<file path="src/rtl/pll_seq_pkg.sv">
package pll_seq_pkg;

  typedef enum logic [2:0] {
    ST_BOOT,
    ST_IDLE,
    ST_SETUP,
    ST_UPDATE,
    ST_BYPASS,
    ST_SETTLE,
    ST_LOCKWAIT
  } seqState_t;

  // Strobes from the sequencer to the datapath
  typedef struct packed {
    logic clrMode;
    logic setByp;
    logic setRst;
    logic setGate;
    logic loadSettle;
    logic loadWait;
    logic decCnt;
    logic doSetup;
    logic capTarget;
    logic applyTarget;
    logic setErrLock;
    logic clrErrLock;
    logic setErrBoot;
  } seqStrobe_t;

endpackage

</file>
<file path="src/rtl/pll_seq_fsm.sv">
module pll_seq_fsm
  import pll_seq_pkg::*;
#(
  parameter bit HAS_LOCK = 1'b1
) (
  input  logic       clk,
  input  logic       rstN,
  input  logic       enReq,
  input  logic       disReq,
  input  logic       setReq,
  input  logic       lockSeen,
  input  logic       modeNone,
  input  logic       modeAll,
  input  logic       cntZero,
  input  logic       initDone,
  output seqStrobe_t stb,
  output logic       busy
);

  seqState_t state, stateNext;
  logic afterEn, afterEnNext;
  logic restart, restartNext;

  always_ff @(posedge clk or negedge rstN) begin
    if (!rstN) begin
      state   <= ST_BOOT;
      afterEn <= 1'b0;
      restart <= 1'b0;
    end else begin
      state   <= stateNext;
      afterEn <= afterEnNext;
      restart <= restartNext;
    end
  end

  always_comb begin
    stb         = '0;
    stateNext   = state;
    afterEnNext = afterEn;
    restartNext = restart;
    unique case (state)
      ST_BOOT: begin
        if (!modeAll) begin
          stateNext   = ST_SETUP;
          afterEnNext = 1'b0;
        end else if (HAS_LOCK && !lockSeen) begin
          stb.clrMode    = 1'b1;
          stb.setErrBoot = 1'b1;
          stateNext      = ST_SETUP;
          afterEnNext    = 1'b0;
        end else begin
          stateNext = ST_IDLE;
        end
      end
      ST_SETUP: begin
        stb.doSetup = 1'b1;
        stateNext   = afterEn ? ST_BYPASS : ST_IDLE;
      end
      ST_IDLE: begin
        if (disReq) begin
          stb.clrMode = 1'b1;
        end else if (setReq) begin
          stb.capTarget = 1'b1;
          stb.clrMode   = modeAll;
          restartNext   = modeAll;
          stateNext     = ST_UPDATE;
        end else if (enReq && modeNone) begin
          afterEnNext = 1'b1;
          stateNext   = initDone ? ST_BYPASS : ST_SETUP;
        end
      end
      ST_UPDATE: begin
        stb.applyTarget = 1'b1;
        if (restart) begin
          afterEnNext = 1'b1;
          stateNext   = initDone ? ST_BYPASS : ST_SETUP;
        end else begin
          stateNext = ST_IDLE;
        end
      end
      ST_BYPASS: begin
        stb.setByp     = 1'b1;
        stb.loadSettle = 1'b1;
        stb.clrErrLock = 1'b1;
        stateNext      = ST_SETTLE;
      end
      ST_SETTLE: begin
        if (cntZero) begin
          stb.setRst   = 1'b1;
          stb.loadWait = 1'b1;
          stateNext    = ST_LOCKWAIT;
        end else begin
          stb.decCnt = 1'b1;
        end
      end
      ST_LOCKWAIT: begin
        if (HAS_LOCK && lockSeen) begin
          stb.setGate = 1'b1;
          stateNext   = ST_IDLE;
        end else if (cntZero) begin
          if (HAS_LOCK) begin
            stb.setErrLock = 1'b1;
            stb.clrMode    = 1'b1;
          end else begin
            stb.setGate = 1'b1;
          end
          stateNext = ST_IDLE;
        end else begin
          stb.decCnt = 1'b1;
        end
      end
      default: stateNext = ST_IDLE;
    endcase
  end

  assign busy = (state != ST_IDLE);

endmodule

</file>
<file path="src/rtl/pll_seq_datapath.sv">
module pll_seq_datapath
  import pll_seq_pkg::*;
#(
  parameter int          MULT_W     = 8,
  parameter int          RATE_W     = 16,
  parameter int          FRAC_W     = 8,
  parameter int          CFG_W      = 16,
  parameter int          CNT_W      = 9,
  parameter int          SETTLE_CYC = 40,
  parameter int          WAIT_CYC   = 400,
  parameter logic [2:0]  RESET_MODE = 3'b111,
  parameter int          RESET_MULT = 1,
  parameter int          CFG_VAL    = 0,
  parameter int          DROOP_VAL  = 0
) (
  input  logic              clk,
  input  logic              rstN,
  input  seqStrobe_t        stb,
  input  logic [MULT_W-1:0] setMult,
  input  logic [RATE_W-1:0] setRate,
  input  logic [RATE_W-1:0] lowBandMax,
  output logic [2:0]        modeReg,
  output logic [MULT_W-1:0] multReg,
  output logic              bandReg,
  output logic [FRAC_W-1:0] fracNumReg,
  output logic [FRAC_W-1:0] fracDenReg,
  output logic [CFG_W-1:0]  cfgReg,
  output logic [CFG_W-1:0]  droopReg,
  output logic              errLockReg,
  output logic              errBootReg,
  output logic              modeNone,
  output logic              modeAll,
  output logic              cntZero,
  output logic              initDone
);

  localparam logic [CNT_W-1:0] SETTLE_LOAD = CNT_W'(SETTLE_CYC - 1);
  localparam logic [CNT_W-1:0] WAIT_LOAD   = CNT_W'(WAIT_CYC - 1);

  logic [CNT_W-1:0]  cnt;
  logic [MULT_W-1:0] pendMult;
  logic [RATE_W-1:0] pendRate;
  logic [RATE_W-1:0] rateReg;

  // Mode bits
  always_ff @(posedge clk or negedge rstN) begin
    if (!rstN) begin
      modeReg <= RESET_MODE;
    end else if (stb.clrMode) begin
      modeReg <= 3'b000;
    end else begin
      if (stb.setByp)  modeReg[1] <= 1'b1;
      if (stb.setRst)  modeReg[2] <= 1'b1;
      if (stb.setGate) modeReg[0] <= 1'b1;
    end
  end

  // Shared delay counter
  always_ff @(posedge clk or negedge rstN) begin
    if (!rstN)               cnt <= '0;
    else if (stb.loadSettle) cnt <= SETTLE_LOAD;
    else if (stb.loadWait)   cnt <= WAIT_LOAD;
    else if (stb.decCnt)     cnt <= cnt - 1'b1;
  end

  // Target multiplier, rate and band
  always_ff @(posedge clk or negedge rstN) begin
    if (!rstN) begin
      pendMult <= '0;
      pendRate <= '0;
      multReg  <= MULT_W'(RESET_MULT);
      rateReg  <= '0;
      bandReg  <= 1'b0;
    end else begin
      if (stb.capTarget) begin
        pendMult <= setMult;
        pendRate <= setRate;
      end
      if (stb.applyTarget) begin
        multReg <= pendMult;
        rateReg <= pendRate;
        bandReg <= (pendRate > lowBandMax);
      end else if (stb.doSetup) begin
        bandReg <= (rateReg > lowBandMax);
      end
    end
  end

  // One-time integer-mode setup
  always_ff @(posedge clk or negedge rstN) begin
    if (!rstN) begin
      fracNumReg <= '0;
      fracDenReg <= '0;
      cfgReg     <= '0;
      droopReg   <= '0;
      initDone   <= 1'b0;
    end else if (stb.doSetup) begin
      fracNumReg <= '0;
      fracDenReg <= FRAC_W'(1);
      cfgReg     <= CFG_W'(CFG_VAL);
      droopReg   <= CFG_W'(DROOP_VAL);
      initDone   <= 1'b1;
    end
  end

  // Error flags
  always_ff @(posedge clk or negedge rstN) begin
    if (!rstN) begin
      errLockReg <= 1'b0;
      errBootReg <= 1'b0;
    end else begin
      if (stb.setErrLock)      errLockReg <= 1'b1;
      else if (stb.clrErrLock) errLockReg <= 1'b0;
      if (stb.setErrBoot)      errBootReg <= 1'b1;
    end
  end

  assign modeNone = (modeReg == 3'b000);
  assign modeAll  = (modeReg == 3'b111);
  assign cntZero  = (cnt == '0);

endmodule

</file>
<file path="src/rtl/pll_seq_ctrl.sv">
module pll_seq_ctrl
  import pll_seq_pkg::*;
#(
  parameter int         CYC_PER_US   = 4,
  parameter bit         HAS_LOCK     = 1'b1,
  parameter int         LOCK_TMO_CYC = 400,
  parameter int         MULT_W       = 8,
  parameter int         RATE_W       = 16,
  parameter int         FRAC_W       = 8,
  parameter int         CFG_W        = 16,
  parameter int         REF_MHZ      = 19,
  parameter int         REF_W        = $clog2(REF_MHZ + 1),
  parameter logic [2:0] RESET_MODE   = 3'b111,
  parameter int         RESET_MULT   = 1,
  parameter int         CFG_VAL      = 16'h4A21,
  parameter int         DROOP_VAL    = 16'h0108
) (
  input  logic                    clk,
  input  logic                    rstN,
  input  logic                    enReq,
  input  logic                    disReq,
  input  logic                    setReq,
  input  logic [MULT_W-1:0]       setMult,
  input  logic [RATE_W-1:0]       setRate,
  input  logic [RATE_W-1:0]       lowBandMax,
  input  logic                    pllLock,
  output logic [2:0]              modeOut,
  output logic                    enabledOut,
  output logic                    busy,
  output logic [MULT_W-1:0]       multOut,
  output logic                    vcoBand,
  output logic [FRAC_W-1:0]       fracNum,
  output logic [FRAC_W-1:0]       fracDen,
  output logic [CFG_W-1:0]        cfgOut,
  output logic [CFG_W-1:0]        droopOut,
  output logic [MULT_W+REF_W-1:0] freqMhz,
  output logic                    errLock,
  output logic                    errBoot
);

  localparam int SETTLE_CYC = 10 * CYC_PER_US;
  localparam int FIX_CYC    = 60 * CYC_PER_US;
  localparam int WAIT_CYC   = HAS_LOCK ? LOCK_TMO_CYC : FIX_CYC;
  localparam int MAX_CYC    = (SETTLE_CYC > WAIT_CYC) ? SETTLE_CYC : WAIT_CYC;
  localparam int CNT_W      = $clog2(MAX_CYC + 1);
  localparam int FREQ_W     = MULT_W + REF_W;

  seqStrobe_t stb;
  logic lockSeen, modeNone, modeAll, cntZero, initDone;

  generate
    if (HAS_LOCK) begin : gLock
      assign lockSeen = pllLock;
    end else begin : gNoLock
      assign lockSeen = 1'b0;
    end
  endgenerate

  pll_seq_fsm #(.HAS_LOCK(HAS_LOCK)) uFsm (
    .clk(clk), .rstN(rstN),
    .enReq(enReq), .disReq(disReq), .setReq(setReq),
    .lockSeen(lockSeen), .modeNone(modeNone), .modeAll(modeAll),
    .cntZero(cntZero), .initDone(initDone),
    .stb(stb), .busy(busy)
  );

  pll_seq_datapath #(
    .MULT_W(MULT_W), .RATE_W(RATE_W), .FRAC_W(FRAC_W), .CFG_W(CFG_W),
    .CNT_W(CNT_W), .SETTLE_CYC(SETTLE_CYC), .WAIT_CYC(WAIT_CYC),
    .RESET_MODE(RESET_MODE), .RESET_MULT(RESET_MULT),
    .CFG_VAL(CFG_VAL), .DROOP_VAL(DROOP_VAL)
  ) uDp (
    .clk(clk), .rstN(rstN), .stb(stb),
    .setMult(setMult), .setRate(setRate), .lowBandMax(lowBandMax),
    .modeReg(modeOut), .multReg(multOut), .bandReg(vcoBand),
    .fracNumReg(fracNum), .fracDenReg(fracDen),
    .cfgReg(cfgOut), .droopReg(droopOut),
    .errLockReg(errLock), .errBootReg(errBoot),
    .modeNone(modeNone), .modeAll(modeAll), .cntZero(cntZero),
    .initDone(initDone)
  );

  assign enabledOut = modeAll;
  assign freqMhz    = FREQ_W'(multOut) * FREQ_W'(REF_MHZ);

endmodule

</file>
<file path="config.mk">
export PLATFORM = sky130hd
export DESIGN_NAME = pll_seq_ctrl
export DESIGN_NICKNAME = d
export VERILOG_FILES = /design/src/rtl/pll_seq_pkg.sv /design/src/rtl/pll_seq_fsm.sv /design/src/rtl/pll_seq_datapath.sv /design/src/rtl/pll_seq_ctrl.sv
export SDC_FILE = /design/constraint.sdc
export NUM_CORES = 1
export LEC_CHECK = 0
export ABC_AREA = 0
export BUFFER_PORTS_ARGS = -buffer_cell sky130_fd_sc_hd__buf_2
export CELL_PAD_IN_SITES_DETAIL_PLACEMENT = 2
export CELL_PAD_IN_SITES_GLOBAL_PLACEMENT = 2
export CORE_UTILIZATION = 30
export DETAILED_ROUTE_END_ITERATION = 10
export GPL_ROUTABILITY_DRIVEN = 1
export PLACE_DENSITY = 0.87
export SLEW_MARGIN = 20
export SYNTH_ARGS = -nofsm -noshare
export SYNTH_HDL_FRONTEND = slang
export SYNTH_HIERARCHICAL = 1
export SYNTH_SLANG_ARGS = --single-unit
</file>
<file path="constraint.sdc">
create_clock -name clk -period 2.96 [get_ports clk]
set_input_delay 0.592 -clock clk [delete_from_list [all_inputs] [get_ports clk]]
set_output_delay 0.592 -clock clk [all_outputs]
set_load 0.005 [all_outputs]
</file>
# Word-level counts from Yosys, hierarchy flattened
# Index checks and enable logic that the tools add are counted.
[totals]
ff_bits = 71
in_bits = 46
word_cells = 103
[classes]
n_mux = 51
order_cmp = 2
bitwise_logic = 1
reduce_logical = 14
addsub = 1
eq_ne = 16
n_mul = 1
[ops]
columns = ["cell", "n"]
rows = [
  ["$gt 16x16->1", 2],
  ["$mux 1", 32],
  ["$mux 3", 10],
  ["$mux 9", 3],
  ["$pmux 3 s7", 1],
  ["$mul 8x5->13 const B", 1],
  ["$eq 3x3->1 const B", 4],
  ["$reduce_bool 2->1", 5],
  ["$logic_not 9->1", 1],
  ["$sub 9x1->9 const B", 1],
  ["$eq 3x2->1 const B", 2],
  ["$logic_not 3->1", 2],
  ["$ne 2x2->1 const B", 3],
  ["$ne 3x3->1 const B", 2],
  ["$pmux 1 s3", 2],
  ["$reduce_and 6->1", 1],
  ["$reduce_bool 3->1", 2],
  ["$mux 2", 2],
  ["$ne 2x1->1 const B", 2],
  ["$reduce_and 4->1", 1],
  ["$eq 3x1->1 const B", 1],
  ["$ne 3x1->1 const B", 1],
  ["$ne 3x2->1 const B", 1],
  ["$reduce_and 3->1", 1],
  ["other kinds (3)", 3],
]

# Logic depth before layout (Yosys ltp)
[depth]
word_depth = 7
depth_mapped = 11

# Hierarchy
# Netlist, hierarchy kept.
[modules_own_cells]
columns = ["mod", "cells_each", "n_inst", "seq_area_each_um2", "area_per_inst_um2"]
rows = [
  ["pll_seq_datapath", 319, 1, 1606.5, 3559.7],
  ["pll_seq_ctrl", 78, 1, 0.0, 651.9],
  ["pll_seq_fsm", 62, 1, 125.1, 457.9],
]

# Least setup slack after synthesis
# No wires, ideal clock.
[synth_path]
path_kind = "register to output"
from = "register uDp.multReg[5]"
to = "output port freqMhz[9]"
t_arrival_ns = 2.322
slack_ns = 0.046
path_stages_with_launch = 10
cell_sequence = "dfrtp_1 > ha_1 > inv_1 > fa_1 > inv_1 > ha_1 > nand3_1 > o211ai_1 > o41ai_1 > xnor2_1"
[synth_via]
elab_chain_cells = 1
[synth_rtl]
columns = ["element", "line", "rtl"]
rows = [
  ["start: declaration", "pll_seq_datapath.sv:23", "output logic [MULT_W-1:0] multReg,"],
  ["start signal: assignment", "pll_seq_datapath.sv:71", "multReg <= MULT_W'(RESET_MULT);"],
  ["start signal: assignment", "pll_seq_datapath.sv:80", "multReg <= pendMult;"],
  ["$mul 8x5->13", "pll_seq_ctrl.sv:84", "assign freqMhz = FREQ_W'(multOut) * FREQ_W'(REF_MHZ);"],
  ["end: declaration", "pll_seq_ctrl.sv:36", "output logic [MULT_W+REF_W-1:0] freqMhz,"],
]
# Every way passes these cells.

# Worst setup path after layout
[layout_path]
from = "register uDp.multReg[1]"
to = "output port freqMhz[11]"
# The elaborated chain is that of the path after synthesis.

==> results by group <==
CTS
  – H-tree levels: 3
  – Hold Buf Count CTS: 0
  – Total CTS buffers: 9
  – Clock transition at path regs: approximately 0.050 ns
  – Clock sinks: 69
  – Root cell of the clock tree: clkbuf_16
  – CTS tree: done
  – Worst-Skew Late Latency: 0.34 ns
  – Clk buf depth: 2

Global routing
  – Antenna violations before repair: 0
  – Met1 Use GR: 20.32%
  – Largest net degree at the start of global routing: 44
  – First-pass GRT wire length: 22290 um
  – Grt met2 use: 33.51%
  – GRT overflow: 0
  – Met3 Use GR: 2.615%
  – Tot GR Track Use: 17.87%
  – GRT Max-Usage Layer: met2
  – Vias in the first global route: 4226

Timing
  – Slew HR: between 50% and 60%
  – Final period util: 115.3%
  – Fin Hold WS: a little under 0.3 ns
  – Hold Violations, Final: 0
  – Setup-failing EPs final: 7
  – Fmax: 292.9 MHz
  – Skew final: 0.006768 ns
  – Min cycle time layout: around 3.4 ns
  – RSZ-0062 raised after global routing: yes
  – Least-Margin Pin Slew: between 0.6 and 0.7 ns
  – Final worst slack: -0.4541 ns
  – Slew Viols, Final: 0

Route
  – Drt wl/cell: 17.73 um
  – Vias per inst: 4.828
  – # DRC: 0
  – Iter 0 DRT Violations: 70
  – Post-Route WL: 13480 um
  – Pre-Repair DR Iteration Count: 4
  – Post-DRT Antenna Nets: 0
  – Vias: 3669

Floorplanning
  – Die X: 126.8 um
  – Initial Util: 30.72%
  – Die Ht: 126.8 um
  – Io pins: 123
  – Die ar.: ~16000 sq um
  – Placeable Area: 15200 sq um
  – Row cnt: 45

Yosys
  – Synth Flop Type: dfrtp_1
  – Asr flop ratio synth: 100.0%
  – Seq cells post-synth: 69
  – Distinct cells, synth: 55
  – Synth Instances: about 460
  – Post-synthesis average cell area: 10.17 sq um
  – Syn. warnings: 6
  – Post-synth EDFFs: 0
  – Register area share after synthesis: 37.08%
  – Post-Syn Area: around 4700 sq um

Run status
  – Status: complete, but fails checks
  – Failing checks: setup timing

Layout
  – # fillers: 1629
  – Most frequent cells in the layout: 82 x buf_2, 65 x dfrtp_1, 47 x mux2_2, 43 x ha_1, 40 x conb_1
  – Area growth syn-to-layout: 25.86%
  – # diodes: 0
  – Share of layout cells above drive strength 1: 38.64%
  – Core Util, Final: between 30% and 40%
  – Leading cell type in the layout, fill and taps excluded: buf_2
  – Design area: 5877 sq um
  – Nets: 670

Critical path
  – Worst stage delay on the critical path: 0.49 ns
  – CP Capture Type: output port
  – Crit path launch type: flop
  – WP buf/inv: 2
  – CP Class: flop to output port
  – Critical path's top delay family: adder cells
  – CP max-delay cell: fa_1
  – CP cell instances: ha_1, fa_1, ha_4, nand3_2, o211ai_1, buf_4, o41ai_4, xnor2_1, buf_2
  – Max Fanout on Critical Path: 4
  – Critical Path AT: 2.82 ns
  – Critical path required time: 2.37 ns

Placed design
  – Final Wtd Congestion: ~0.85
  – IO Port Bufs: 82
  – Pre-CTS setup slack: -0.1565 ns
  – Placed Area: 5239 sq um
  – DP HPWL: approximately 9400 um

Worst hold path
  – Min-delay worst type: input port to async pin

Power and ir drop
  – Maximum vdd ir drop: approximately 0.78 mV
  – Pwr Density: 1426 nW/um^2
  – Tot Pwr: 0.008381 W
  – Pleak: approximately 2.8 nW

Run
  – Maximum capacitance violations: 0
[per-stage QoR]
| step | TNS (ns) | cells |
|---|---|---|
| final | -2.608 | 760 |
| after global routing | -3.343 | 760 |
| after CTS | -2.078 | 756 |
| after detailed placement | -0.5659 | 732 |
| after global placement | -0.1312 | 732 |
| after floorplan | 0 | 498 |
[state kept, by name (all words and copies together) (netlist names), 3 cells and up]
name / flops
uDp/pendRate: 16
uDp/rateReg: 16
uDp/cnt: 9
uDp/multReg: 8
uDp/pendMult: 8
uDp/modeReg: 3
uFsm/state: 3
[worst paths after layout]
| check | slack [ns] | cells after the start | to | startpoint |
|---|---|---|---|---|
| worst max-delay path | -0.45 | 9 | freqMhz[11] | uDp/multReg[1] |
| worst min-delay path | 0.29 | 1 | uDp/pendRate[3] | rstN |
| worst max register to register | 0.65 | 12 | uDp/cnt[7] | uDp/cnt[0] |
| worst min register to register | 0.48 | 1 | uDp/errBootReg | uDp/errBootReg |
| max in group asynchronous | 1.94 | 2 | uDp/multReg[0] | rstN |
| min in group clk | 0.47 | 3 | uDp/pendRate[0] | setRate[0] |
[cell usage after synthesis, drive strengths merged (2+ instances only)]
library cell   n  share of area (%)
o21bai         2               0.32
nand2         25                2.0
xnor2         10                1.9
xor2           5               0.94
nor4b          3               0.56
clkbuf         6               0.48
a21o           4               0.67
or2            3               0.40
inv           40                3.2
fa             4                1.7
dfrtp         65                 35
nand2b         3               0.40
a21oi         21                2.4
buf           54                8.5
o22ai          3               0.40
nand4          7               0.94
a31oi          5               0.67
or3            2               0.27
ha            53                 14
nor4           2               0.27
dfstp          4                2.3
nor3b          2               0.32
and3           3               0.40
a221o          2               0.43
a21boi         2               0.32
nor3          13                1.5
mux2          47                 11
o211ai         3               0.48
o41ai          3               0.72
nand3          9               0.96
nor2b          4               0.54
o21ai          8               0.86
nor2          28                2.3
[where the power goes]
| part | total (W) | switching, W | internal, W |
|---|---|---|---|
| registers | 0.00172 | 0.000340 | 0.00138 |
| logic | 0.00568 | 0.00279 | 0.00289 |
| clock network | 0.000983 | 0.000396 | 0.000587 |
| total | 0.00838 | 0.00353 | 0.00485 |
[kinds of logic (layout without fill, tap and decap cells)]
family | after synthesis | after routing | share of synthesized area, %
compound gates | 62 | 62 | 8.950
xor+xnor | 15 | 15 | 2.813
fa+ha+maj | 57 | 57 | 15.92
buf+inv | 100 | 174 | 12.25
flops | 69 | 69 | 37.08
mux | 47 | 47 | 11.33
other cells | 1 | 40 | 0.08031
simple gates | 108 | 108 | 11.58
[layout make-up]
class | count | area [sq um] | area share [%]
clock inverters | 4 | 23.77 | 0.4045
clock buffers | 12 | 246.5 | 4.194
inverters | 40 | 150.1 | 2.555
flip-flops and latches | 69 | 1732 | 29.47
repair buffers | 118 | 711.9 | 12.11
multi-input cells | 329 | 2778 | 47.26
well taps | 188 | 235.2 | 4.003
[metal layers]
| metal | up-vias | part of all wire [%] |
|---|---|---|
| li1 | 1723 | - |
| met1 | 1850 | 42 |
| met2 | 82 | 54 |
| met3 | 14 | 2.6 |
| met4 | 0 | 1.6 |
| met5 | - | 0 |
[timing repair]
action | 4_1_cts | 5_1_grt
setup endpoints to repair | 8 | 8
gates cloned | 0 | 0
pin swaps | 16 | 16
gates resized for setup | 28 | 17
setup buffers | 8 | 5
Power figures use the tool's default switching activity.
